<file path="config.mk">
export PLATFORM = sky130hd
export DESIGN_NAME = preset_delay_timer
export DESIGN_NICKNAME = d
export VERILOG_FILES = /design/src/rtl/tmr_pkg.sv /design/src/rtl/tmr_prescale.sv /design/src/rtl/tmr_bcd.sv /design/src/rtl/tmr_core.sv /design/src/rtl/preset_delay_timer.sv
export SDC_FILE = /design/constraint.sdc
export NUM_CORES = 1
export LEC_CHECK = 0
export BUFFER_PORTS_ARGS = -buffer_cell sky130_fd_sc_hd__buf_2
export CORE_MARGIN = 3
export CORE_UTILIZATION = 64
export DETAILED_ROUTE_END_ITERATION = 8
export PLACE_DENSITY = 0.86
export SLEW_MARGIN = 0
export SYNTH_ARGS = -nofsm -noshare
export SYNTH_HDL_FRONTEND = slang
export SYNTH_SLANG_ARGS = --single-unit
</file>
<file path="constraint.sdc">
create_clock -name clk -period 13.95 [get_ports clk]
set_input_delay 2.0925 -clock clk [delete_from_list [all_inputs] [get_ports clk]]
set_output_delay 2.0925 -clock clk [all_outputs]
set_load 0.005 [all_outputs]
</file>
<file path="src/rtl/tmr_pkg.sv">
package tmr_pkg;

  typedef enum logic [1:0] {
    MODE_ON_DELAY     = 2'd0,
    MODE_OFF_DELAY    = 2'd1,
    MODE_PULSE        = 2'd2,
    MODE_ON_DELAY_ALT = 2'd3
  } tmr_mode_e;

  // decade time bases: 10 ms .. 100 s
  localparam int unsigned NUM_BASES = 5;

  function automatic longint unsigned pow10(input int unsigned e);
    longint unsigned r = 1;
    for (int i = 0; i < 8; i++)
      if (i < int'(e)) r = r * 10;
    return r;
  endfunction

  // decimal digits needed for an all-ones word of width w
  function automatic int unsigned bcd_digits(input int unsigned w);
    longint unsigned v = (longint'(1) << w) - 1;
    int unsigned n = 1;
    for (int i = 0; i < 20; i++)
      if (v >= 10) begin
        v = v / 10;
        n++;
      end
    return n;
  endfunction

endpackage

</file>
<file path="src/rtl/tmr_prescale.sv">
module tmr_prescale
  import tmr_pkg::*;
#(
  parameter longint unsigned CLK_HZ = 100_000_000,
  parameter int              SEL_W  = 3
) (
  input  logic             clk,
  input  logic             rst,
  input  logic             run,
  input  logic [SEL_W-1:0] sel,
  output logic             tick
);

  localparam longint unsigned BASE_CYC = (CLK_HZ / 100 == 0) ? 1 : CLK_HZ / 100;
  localparam longint unsigned MAX_CYC  = BASE_CYC * pow10(NUM_BASES - 1);
  localparam int              CW       = (MAX_CYC > 1) ? $clog2(MAX_CYC) : 1;

  logic [CW-1:0] last_cnt [NUM_BASES];
  logic [CW-1:0] lim;
  logic [CW-1:0] cnt;

  for (genvar g = 0; g < NUM_BASES; g++) begin : g_base
    assign last_cnt[g] = CW'(BASE_CYC * pow10(g) - 1);
  end

  // out-of-range codes fall back to the slowest base
  always_comb begin
    lim = last_cnt[NUM_BASES-1];
    for (int i = 0; i < NUM_BASES - 1; i++)
      if (sel == SEL_W'(i)) lim = last_cnt[i];
  end

  assign tick = run && (cnt == lim);

  // idle clears the divider so each interval starts with a whole tick
  always_ff @(posedge clk) begin
    if (rst || !run)     cnt <= '0;
    else if (cnt == lim) cnt <= '0;
    else                 cnt <= cnt + 1'b1;
  end

endmodule

</file>
<file path="src/rtl/tmr_bcd.sv">
module tmr_bcd #(
  parameter int BW = 8,
  parameter int DG = 3
) (
  input  logic [BW-1:0]   bin,
  output logic [4*DG-1:0] bcd
);

  function automatic logic [4*DG-1:0] convert(input logic [BW-1:0] b);
    logic [4*DG-1:0] r = '0;
    for (int i = BW - 1; i >= 0; i--) begin
      for (int d = 0; d < DG; d++)
        if (r[4*d +: 4] >= 4'd5) r[4*d +: 4] = r[4*d +: 4] + 4'd3;
      r = {r[4*DG-2:0], b[i]};
    end
    return r;
  endfunction

  assign bcd = convert(bin);

endmodule

</file>
<file path="src/rtl/tmr_core.sv">
module tmr_core
  import tmr_pkg::*;
#(
  parameter int PW = 8
) (
  input  logic          clk,
  input  logic          rst,
  input  logic          in_sig,
  input  tmr_mode_e     mode,
  input  logic [PW-1:0] preset,
  input  logic          tick,
  output logic          run,
  output logic          q,
  output logic          en,
  output logic [PW-1:0] acc
);

  logic in_q, in_qq, hold, active;
  logic below, rise;

  assign below = acc < preset;
  assign rise  = in_q & ~in_qq;
  assign en    = in_q;

  always_comb begin
    unique case (mode)
      MODE_OFF_DELAY: begin
        run = ~in_q & hold & below;
        q   = in_q | (hold & below);
      end
      MODE_PULSE: begin
        run = active & below;
        q   = active & below;
      end
      default: begin
        run = in_q & below;
        q   = in_q & ~below;
      end
    endcase
  end

  always_ff @(posedge clk) begin
    if (rst) begin
      in_q   <= 1'b0;
      in_qq  <= 1'b0;
      hold   <= 1'b0;
      active <= 1'b0;
      acc    <= '0;
    end else begin
      in_q  <= in_sig;
      in_qq <= in_q;
      unique case (mode)
        MODE_OFF_DELAY: begin
          active <= 1'b0;
          if (in_q) begin
            hold <= 1'b1;
            acc  <= '0;
          end else if (hold) begin
            if (!below)    hold <= 1'b0;
            else if (tick) acc  <= acc + 1'b1;
          end
        end
        MODE_PULSE: begin
          hold <= 1'b0;
          if (rise && !active) begin
            active <= 1'b1;
            acc    <= '0;
          end else if (active) begin
            if (!below)    active <= 1'b0;
            else if (tick) acc    <= acc + 1'b1;
          end
        end
        default: begin
          hold   <= 1'b0;
          active <= 1'b0;
          if (!in_q)     acc <= '0;
          else if (tick) acc <= acc + 1'b1;
        end
      endcase
    end
  end

endmodule

</file>
<file path="src/rtl/preset_delay_timer.sv">
module preset_delay_timer
  import tmr_pkg::*;
#(
  parameter longint unsigned CLK_HZ = 100_000_000,
  parameter int              PW     = 8,
  localparam int             DG     = bcd_digits(PW)
) (
  input  logic            clk,
  input  logic            rst,
  input  logic            in_sig,
  input  logic [1:0]      mode,
  input  logic [2:0]      tbase,
  input  logic [PW-1:0]   preset,
  output logic            q,
  output logic            en,
  output logic [PW-1:0]   et_bin,
  output logic [4*DG-1:0] et_bcd
);

  logic tick, run;

  tmr_prescale #(.CLK_HZ(CLK_HZ), .SEL_W(3)) u_pre (
    .clk  (clk),
    .rst  (rst),
    .run  (run),
    .sel  (tbase),
    .tick (tick)
  );

  tmr_core #(.PW(PW)) u_core (
    .clk    (clk),
    .rst    (rst),
    .in_sig (in_sig),
    .mode   (tmr_mode_e'(mode)),
    .preset (preset),
    .tick   (tick),
    .run    (run),
    .q      (q),
    .en     (en),
    .acc    (et_bin)
  );

  tmr_bcd #(.BW(PW), .DG(DG)) u_bcd (
    .bin (et_bin),
    .bcd (et_bcd)
  );

endmodule

</file>
* Yosys cells after proc, flatten, opt, wreduce, memory -nomap -nowiden *
Cells that the tools add are included.

storage, ports and cells
  flip-flop bits (word level) = 46
  input port bits = 16
  output and inout port bits = 22

operators by class
  bitwise logic cells = 13
  mux-type cells = 26
  equality and inequality tests = 8
  magnitude comparators = 8
  add/subtract/negate cells = 9
  reduce and logical (&&, ||, !) cells = 10

operators by type and width
  kind                   number
  $mux 34                4
  $mux 8                 7
  $add 34x1->34 const B  1
  $eq 34x34->1           1
  $mux 4                 7
  $add 4x2->4 const B    5
  $ge 4x3->1 const B     5
  $pmux 8 s2             1
  $add 3x2->4 const B    2
  $add 8x1->8 const B    1
  $lt 8x8->1             1
  $and 1x1->1            7
  $eq 3x2->1 const B     2
  $ge 3x3->1 const B     2
  $ne 3x1->1 const B     2
  $reduce_or 2->1        3
  $mux 1                 5
  $not 1->1              5
  $pmux 1 s2             2
  $eq 3x1->1 const B     1
  $logic_not 3->1        1
  $eq 2x1->1 const B     1
  $eq 2x2->1 const B     1
  $logic_and 1x1->1      2
  other kinds (4)        5

* Logic depth before layout (Yosys ltp) *
Gate-level depths: netlist (run 1).

  word-level depth = 12
  depth in mapped cells = 18

* By module *
A second synthesis (run 1) with hierarchy kept.

second synthesis, totals
  cells, all modules = 476
  area total of the unflattened synthesis = 3728.6 µm²

modules (own cells, without submodules)
  module        cells each  area each (µm²)  instances  seq. area each (µm²)
  tmr_prescale  228         1839.3           1          680.7
  tmr_bcd       141         994.7            1          0.0
  tmr_core      107         894.6            1          240.2

* Worst setup path after synthesis (run 1) *
No wires, ideal clock.

  path type = register to output
  from = register u_core.acc[6]
  to = output port et_bcd[7]
  buffers on the path = 1
  setup slack = 7.832 ns
  stages on the path, launching flop included = 19
  data arrival time = 4.025 ns
  path through = dfxtp_1 buf_2 inv_1 ha_1 o21ai_0 xnor2_1 ha_1 or2b_1 a32o_1 xnor2_1 ha_1 nor2b_1 nor2_1 a32o_1 nor3_2 o22ai_2 xnor2_1 mux2_2 o31ai_2

between the ends
  longest elaborated chain between the ends = 10
  elaborated cells on any way between the ends = 18
  classes of those cells = add/sub: 6; order compare: 6; mux: 6

RTL lines
  element                                           line                      text
  from (decl)                                       tmr_core.sv:15            output logic [PW-1:0] acc
  from (signal assigned)                            tmr_core.sv:60            else if (tick) acc <= acc + 1'b1;
  from (signal assigned)                            tmr_core.sv:70            else if (tick) acc <= acc + 1'b1;
  from (signal assigned)                            tmr_core.sv:77            else if (tick) acc <= acc + 1'b1;
  $add 3x2->4 / $ge 3x3->1 (equally long branches)  tmr_bcd.sv:13             if (r[4*d +: 4] >= 4'd5) r[4*d +: 4] = r[4*d +: 4] + 4'd3;
  $mux 4 (*)                                        tmr_bcd.sv:13
  $add 4x2->4 / $ge 4x3->1 (equally long branches)  tmr_bcd.sv:13
  $mux 4                                            tmr_bcd.sv:13
  $ge 4x3->1 / $add 4x2->4 (equally long branches)  tmr_bcd.sv:13
  $mux 4                                            tmr_bcd.sv:13
  $add 4x2->4, or another cell as far along         tmr_bcd.sv:13
  $mux 4                                            tmr_bcd.sv:13
  $add 4x2->4 / $ge 4x3->1 (equally long branches)  tmr_bcd.sv:13
  $mux 4 (*)                                        tmr_bcd.sv:13
  to (decl)                                         preset_delay_timer.sv:17  output logic [4*DG-1:0] et_bcd

Every way passes the cells marked *; elsewhere a longest branch is shown, timed or not.

* Final worst setup path (run 1) *
Ends and elaborated chain as after synthesis.

==> flow_summary.toml, run 1 <==
[critical_path]
cpMaxStageDelayCell = "mux2i_1"
required_ps = 11860
cpPeakStageDelay_ps = 700
rrSetupSlack_ps = 11100
worstPathMaxFanout = 12
reg2reg_to = "u_core.acc[4]$_SDFFE_PP0P_"
crit_top_cell = "ha_1"
worstPathArrival_ps = 5110
crit_type = "flip-flop to output pin"
cp-end-kind = "output pin"
worstReg2RegStart = "u_core.acc[3]$_SDFFE_PP0P_"
path_cells = "inv_1, ha_1, o21ai_0, xnor2_1, ha_1, or2b_1, a32o_1, xnor2_1, ha_1, nand2b_1, nand2_1, mux2i_1, ha_1, mux2_2, o31ai_2, buf_2"
setup.worst_path.start_class = "flip-flop"
reg2reg_depth = 8

[global_route]
grt_pass1_wl_mm = 13.9
grt-ovfl-total = 0
grt_usage = 0.257
grt_max_degree = 34
grt_pass1_vias = 3223
antenna_found_initial = 0

[detailed_routing]
highest_layer = "met4"
wl_met2_mm = 3.75
wl_mm = 8.09
vias_per_cell = 6.14
drc = 0
drt_iter0_drc = 243
drt-pass1-iter-count = 5
wl_per_cell_um = 14.2
vias = 3486
met3_length_um = 344
ant_nets = 0
wl_met1_mm = 3.90

[cells_and_area]
antenna_cells = 0
nNetsFinal = 532
area_delta_synth_final_pct = 7.13
layout-drive-gt1-share = 0.122

[hold_path]
holdPathEnd = "u_pre.cnt[0]$_SDFF_PP0_"
hold_path.class = "flip-flop to flip-flop"
worst_hold_startpoint = "u_pre.cnt[0]$_SDFF_PP0_"
hold_depth = 1

[sta]
tns_ps = 0
maxSlewViolCount = 0
relSlewSlack = 0.287
setup_viol = 0
rsz0062_at_grt = "false"
max_freq_mhz = 139
max_slew.worst_pin.slew_ps = 1070
skew_ps = 3.54
fin_crit_sh = 0.516
post-route-min-period_ps = 7200
hold_violations = 0

[pwr]
power_mw = 0.259
irDropWorstVdd_mv = 0.0787
p_seq_frac = 0.511
leakage_nw = 1.54
clock_power_share = 0.404
pwr-share-comb = 0.085
p_per_area_nw_per_um2 = 66.7
power_switching_mw = 0.0647
p_int_mw = 0.195
p_sw_frac = 0.249

[synthesis]
ys.flop_type = "dfxtp_1"
synth_top_area_share = 0.254
synthArstFlopShare = 0
ys_seq_area_frac = 0.254
synth_enable_flop_cells = 0
yosysUniqueCellTypes = 77
ys_ff_latch = 46
synth_top_area_cell = "dfxtp_1"
synthesis.area_um2 = 3630
synth.cells.most_frequent = "nor2_1 (64), dfxtp_1 (46), nand2_1 (45)"
syn_inst = 479
yosys_warnings = 0
synth_most_common_cell = "nor2_1"
syn-mean-instance-area_um2 = 7.58
synthTopCellsByArea = "dfxtp_1 (25%), nor2_1 (6.6%), ha_1 (6.5%)"

[job]
cap_viol_max_count = 0

[cts]
clkSlewWorstSetupHoldPaths_ps = 100
numCtsBuffers = 5
clock-root-buffer = "clkbuf_8"
cts.path.max_buffers = 2
cts_resized = 0
clk_latency_ps = 300
cts-hold-fix-buffers = 0
cts_setup_buffers = 0
htree_levels = 2
tritoncts = "yes"
clock_sinks = 46

[status]
status = "completed"

[floorplanning]
core_um2 = 5300
ioPinCount = 38
fp.dieH_um = 81.3
fp-row-count = 26
initial_core_util = 0.685
die_w_um = 81.3
die-area_um2 = 6620

[placed_design]
place_congestion = 0.913
post-dp-hpwl_mm = 5.93
io_buffers = 35
-- flip-flops by register name, summed over array words and instances, names as in the netlist --
signal and count:
u_pre.cnt 34, u_core.active 1, u_core.hold 1, u_core.acc 8, u_core.in_qq 1, u_core.en 1
-- critical path: cells and delay by family (launching register included) --
family	cells	cell delay [ps]
flops	1	520
compound gates	3	740
mux	2	1000
xor+xnor	2	600
simple gates	3	510
buf+inv	2	270
fa+ha+maj	4	1190
-- through the flow --
stage / cells / setup slack, ps / hold slack, ps / util / cell area, um^2
detailed placement: 560 / 7120 / 452 / 0.712 / 3770
finish: 568 / 6750 / 472 / 0.734 / 3890
global placement: 560 / 7460 / 437 / 0.712 / 3770
CTS: 568 / 6750 / 475 / 0.734 / 3890
floorplan: 480 / 7830 / 430 / - / 3640
global route: 568 / 6310 / 521 / 0.734 / 3890
-- per-layer routing --
metal / up-vias / global-route usage
li1: 1741 / -
met1: 1644 / 0.336
met2: 88 / 0.429
met3: 13 / 0.0443
met4: 0 / 0.0743
met5: - / 0
-- cells in the final DEF, fill, tap and decap left out, types with 9 or more instances in the layout --
master	count
xor2_1	20
ha_1	19
nand4_1	10
and3_1	10
a21oi_1	16
inv_1	25
dfxtp_1	46
xnor2_1	16
o21ai_0	22
nor3_1	9
nand3_1	21
nand2_1	45
buf_2	35
nand2b_1	9
nor2_1	64
-- cell type report --
class | count | area (um^2)
clock buffers | 5 | 68.8
clock inverters | 3 | 48.8
fillers | 420 | 1410
inverters | 25 | 93.8
multi-input cells | 384 | 2500
flip-flops and latches | 46 | 921
well taps | 70 | 87.6
repair buffers | 35 | 175
-- worst max-delay path by stage --
| stage | slack, ps | end | from |
|---|---|---|---|
| global route | 6310 | et_bcd[7] | u_core.acc[6]$_SDFFE_PP0P_ |
| finish | 6750 | et_bcd[7] | u_core.acc[6]$_SDFFE_PP0P_ |
| detailed placement | 7120 | et_bcd[7] | u_core.acc[6]$_SDFFE_PP0P_ |
| CTS | 6750 | et_bcd[7] | u_core.acc[6]$_SDFFE_PP0P_ |
| global placement | 7460 | et_bcd[7] | u_core.acc[6]$_SDFFE_PP0P_ |
| floorplan | 7830 | et_bcd[7] | u_core.acc[6]$_SDFFE_PP0P_ |
-- power by group through the flow --
stage	sequential (mW)	combinational [mW]	clock (mW)
3_3_place_gp	0.136	0.0213	0
4_1_cts	0.133	0.0220	0.107
6_report	0.133	0.0221	0.105
5_1_grt	0.133	0.0252	0.111
3_5_place_dp	0.136	0.0217	0
2_1_floorplan	0.135	0.0164	0
-- kinds of logic (layout without fill, tap and decap cells) --
logic type | after synthesis | in the layout | synth area share
other | 1 | 2 | 0.00103
buffers and inverters | 50 | 68 | 0.0603
muxes | 8 | 8 | 0.0227
AOI/OAI and AO/OA | 105 | 105 | 0.212
and+or+nand+nor | 214 | 214 | 0.299
DFF | 46 | 46 | 0.254
adders and majority gates | 19 | 19 | 0.0655
xor gates and xnor gates | 36 | 36 | 0.0868
(Power assumes the default switching activity.)
==> run 2: changes to the inputs <==
CORE_UTILIZATION = 60   (was 64)
PLACE_DENSITY = 0.81   (was 0.86)
clock period = 6.99 ns   (was 13.95 ns; I/O delays follow)
==> run 2 against run 1 <==
Sequential share of layout area grew 0.12 points. Critical path type unchanged. Total power rose by 86%. Worst setup slack lost 6000 ps.
==> flow_summary.toml, run 2 (synthesis gave the netlist of run 1 again) <==
[status]
status = "completed"

[sta]
relSlewSlack = 0.273
maxSlewViolCount = 0
hold_ws_ps = 476
post-route-min-period_ps = 6210
max_slew.worst_pin.slew_ps = 1090
setup_viol = 0
hold_violations = 0
max_freq_mhz = 161
timing.final.ws_setup_ps = 776
skew_ps = 11.1
tns_ps = 0
rsz0062_at_grt = "false"
fin_crit_sh = 0.889

[cts]
numCtsBuffers = 5
tritoncts = "yes"
clock_sinks = 46
cts_setup_buffers = 0
clkSlewWorstSetupHoldPaths_ps = 100
cts.path.max_buffers = 2
clock-root-buffer = "clkbuf_8"
cts-hold-fix-buffers = 0
htree_levels = 2
cts_resized = 0
clk_latency_ps = 300

[pwr]
p_per_area_nw_per_um2 = 125
power_mw = 0.483
irDropWorstVdd_mv = 0.176
leakage_nw = 1.53

[critical_path]
cp_top_family = "adder cells"
setup.worst_path.start_class = "flip-flop"
path_cells = "inv_1, ha_1, o21ai_0, xnor2_1, ha_1, or2b_1, a32o_1, xnor2_1, ha_1, nand2b_1, nand2_1, mux2i_1, ha_1, mux2_2, o31ai_2, buf_2"
worstPathArrival_ps = 5170
cpMaxStageDelayCell = "mux2i_1"
required_ps = 5940
crit_type = "flip-flop to output pin"
worstPathMaxFanout = 12
cpPeakStageDelay_ps = 710
cp-end-kind = "output pin"
worst-path-buf-inv = 2
crit_top_cell = "ha_1"

[detailed_routing]
vias_per_cell = 6.10
wl_mm = 8.12
drt-pass1-iter-count = 5
drc = 0
highest_layer = "met4"
wl_met2_mm = 3.78
drt_iter0_drc = 202
vias = 3476
wl_per_cell_um = 14.2
ant_nets = 0
met3_length_um = 421
wl_met1_mm = 3.85

[floorplanning]
fp-row-count = 27
die-area_um2 = 7020
initial_core_util = 0.640
die_w_um = 83.8
fp.dieH_um = 83.8
ioPinCount = 38
core_um2 = 5680

[global_route]
grt-ovfl-total = 0
antenna_found_initial = 0
grt_pass1_wl_mm = 13.7
grt_usage = 0.225
grt_pass1_vias = 3092
grt_max_degree = 34

[hold_path]
hold_path.class = "flip-flop to flip-flop"

[cells_and_area]
final_cell_mix = "nor2_1 (64), dfxtp_1 (46), nand2_1 (45)"
regMostFlops = "u_pre.cnt"
reg_top3 = "u_pre.cnt x34, u_core.acc x8"
largest_reg_flops = 34
area_delta_synth_final_pct = 6.58
antenna_cells = 0
final_common_cell = "nor2_1"
layout-drive-gt1-share = 0.122
nNetsFinal = 532

[placed_design]
post-dp-hpwl_mm = 5.97
io_buffers = 35
pre_cts_slack_ps = 1190
place_congestion = 0.851

[job]
cap_viol_max_count = 0
-- run 2: layout make-up --
class                      instances  area, um^2
multi-input combinational        384        2500
timing repair buffer              35         175
fill                             502        1800
clock inverter                     3        26.3
tap                               72        90.1
inverter                          25        93.8
clock buffer                       5        68.8
sequential                        46         921
-- run 2: where the power goes --
group | switching (mW) | internal (mW)
clock network | 0.0996 | 0.0744
registers | 0.00139 | 0.263
logic | 0.0275 | 0.0166
total | 0.129 | 0.354
-- run 2: per-stage QoR --
| stage | instance area [um^2] | instances | util |
|---|---|---|---|
| after CTS | 3870 | 570 | 0.682 |
| after global routing | 3870 | 570 | 0.682 |
| final | 3870 | 570 | 0.682 |
| after global placement | 3780 | 562 | 0.665 |
| after floorplan | 3640 | 480 | - |
| after detailed placement | 3780 | 562 | 0.665 |
-- run 2: metal layers --
metal  vias up  GRT usage
li1       1736          -
met1      1627      0.303
met2       105      0.370
met3         8     0.0385
met4         0     0.0585
met5         -          0
-- run 2: path summary, 6_finish.rpt --
kind / start / cells past startpoint / slack, ps / to
worst max register to register: u_pre.cnt[11]$_SDFF_PP0_ / 7 / 4080 / u_pre.cnt[15]$_SDFF_PP0_
worst max-delay path: u_core.acc[6]$_SDFFE_PP0P_ / 16 / 780 / et_bcd[7]
worst min register to register: u_pre.cnt[0]$_SDFF_PP0_ / 1 / 480 / u_pre.cnt[0]$_SDFF_PP0_
worst min-delay path: u_pre.cnt[0]$_SDFF_PP0_ / 1 / 480 / u_pre.cnt[0]$_SDFF_PP0_
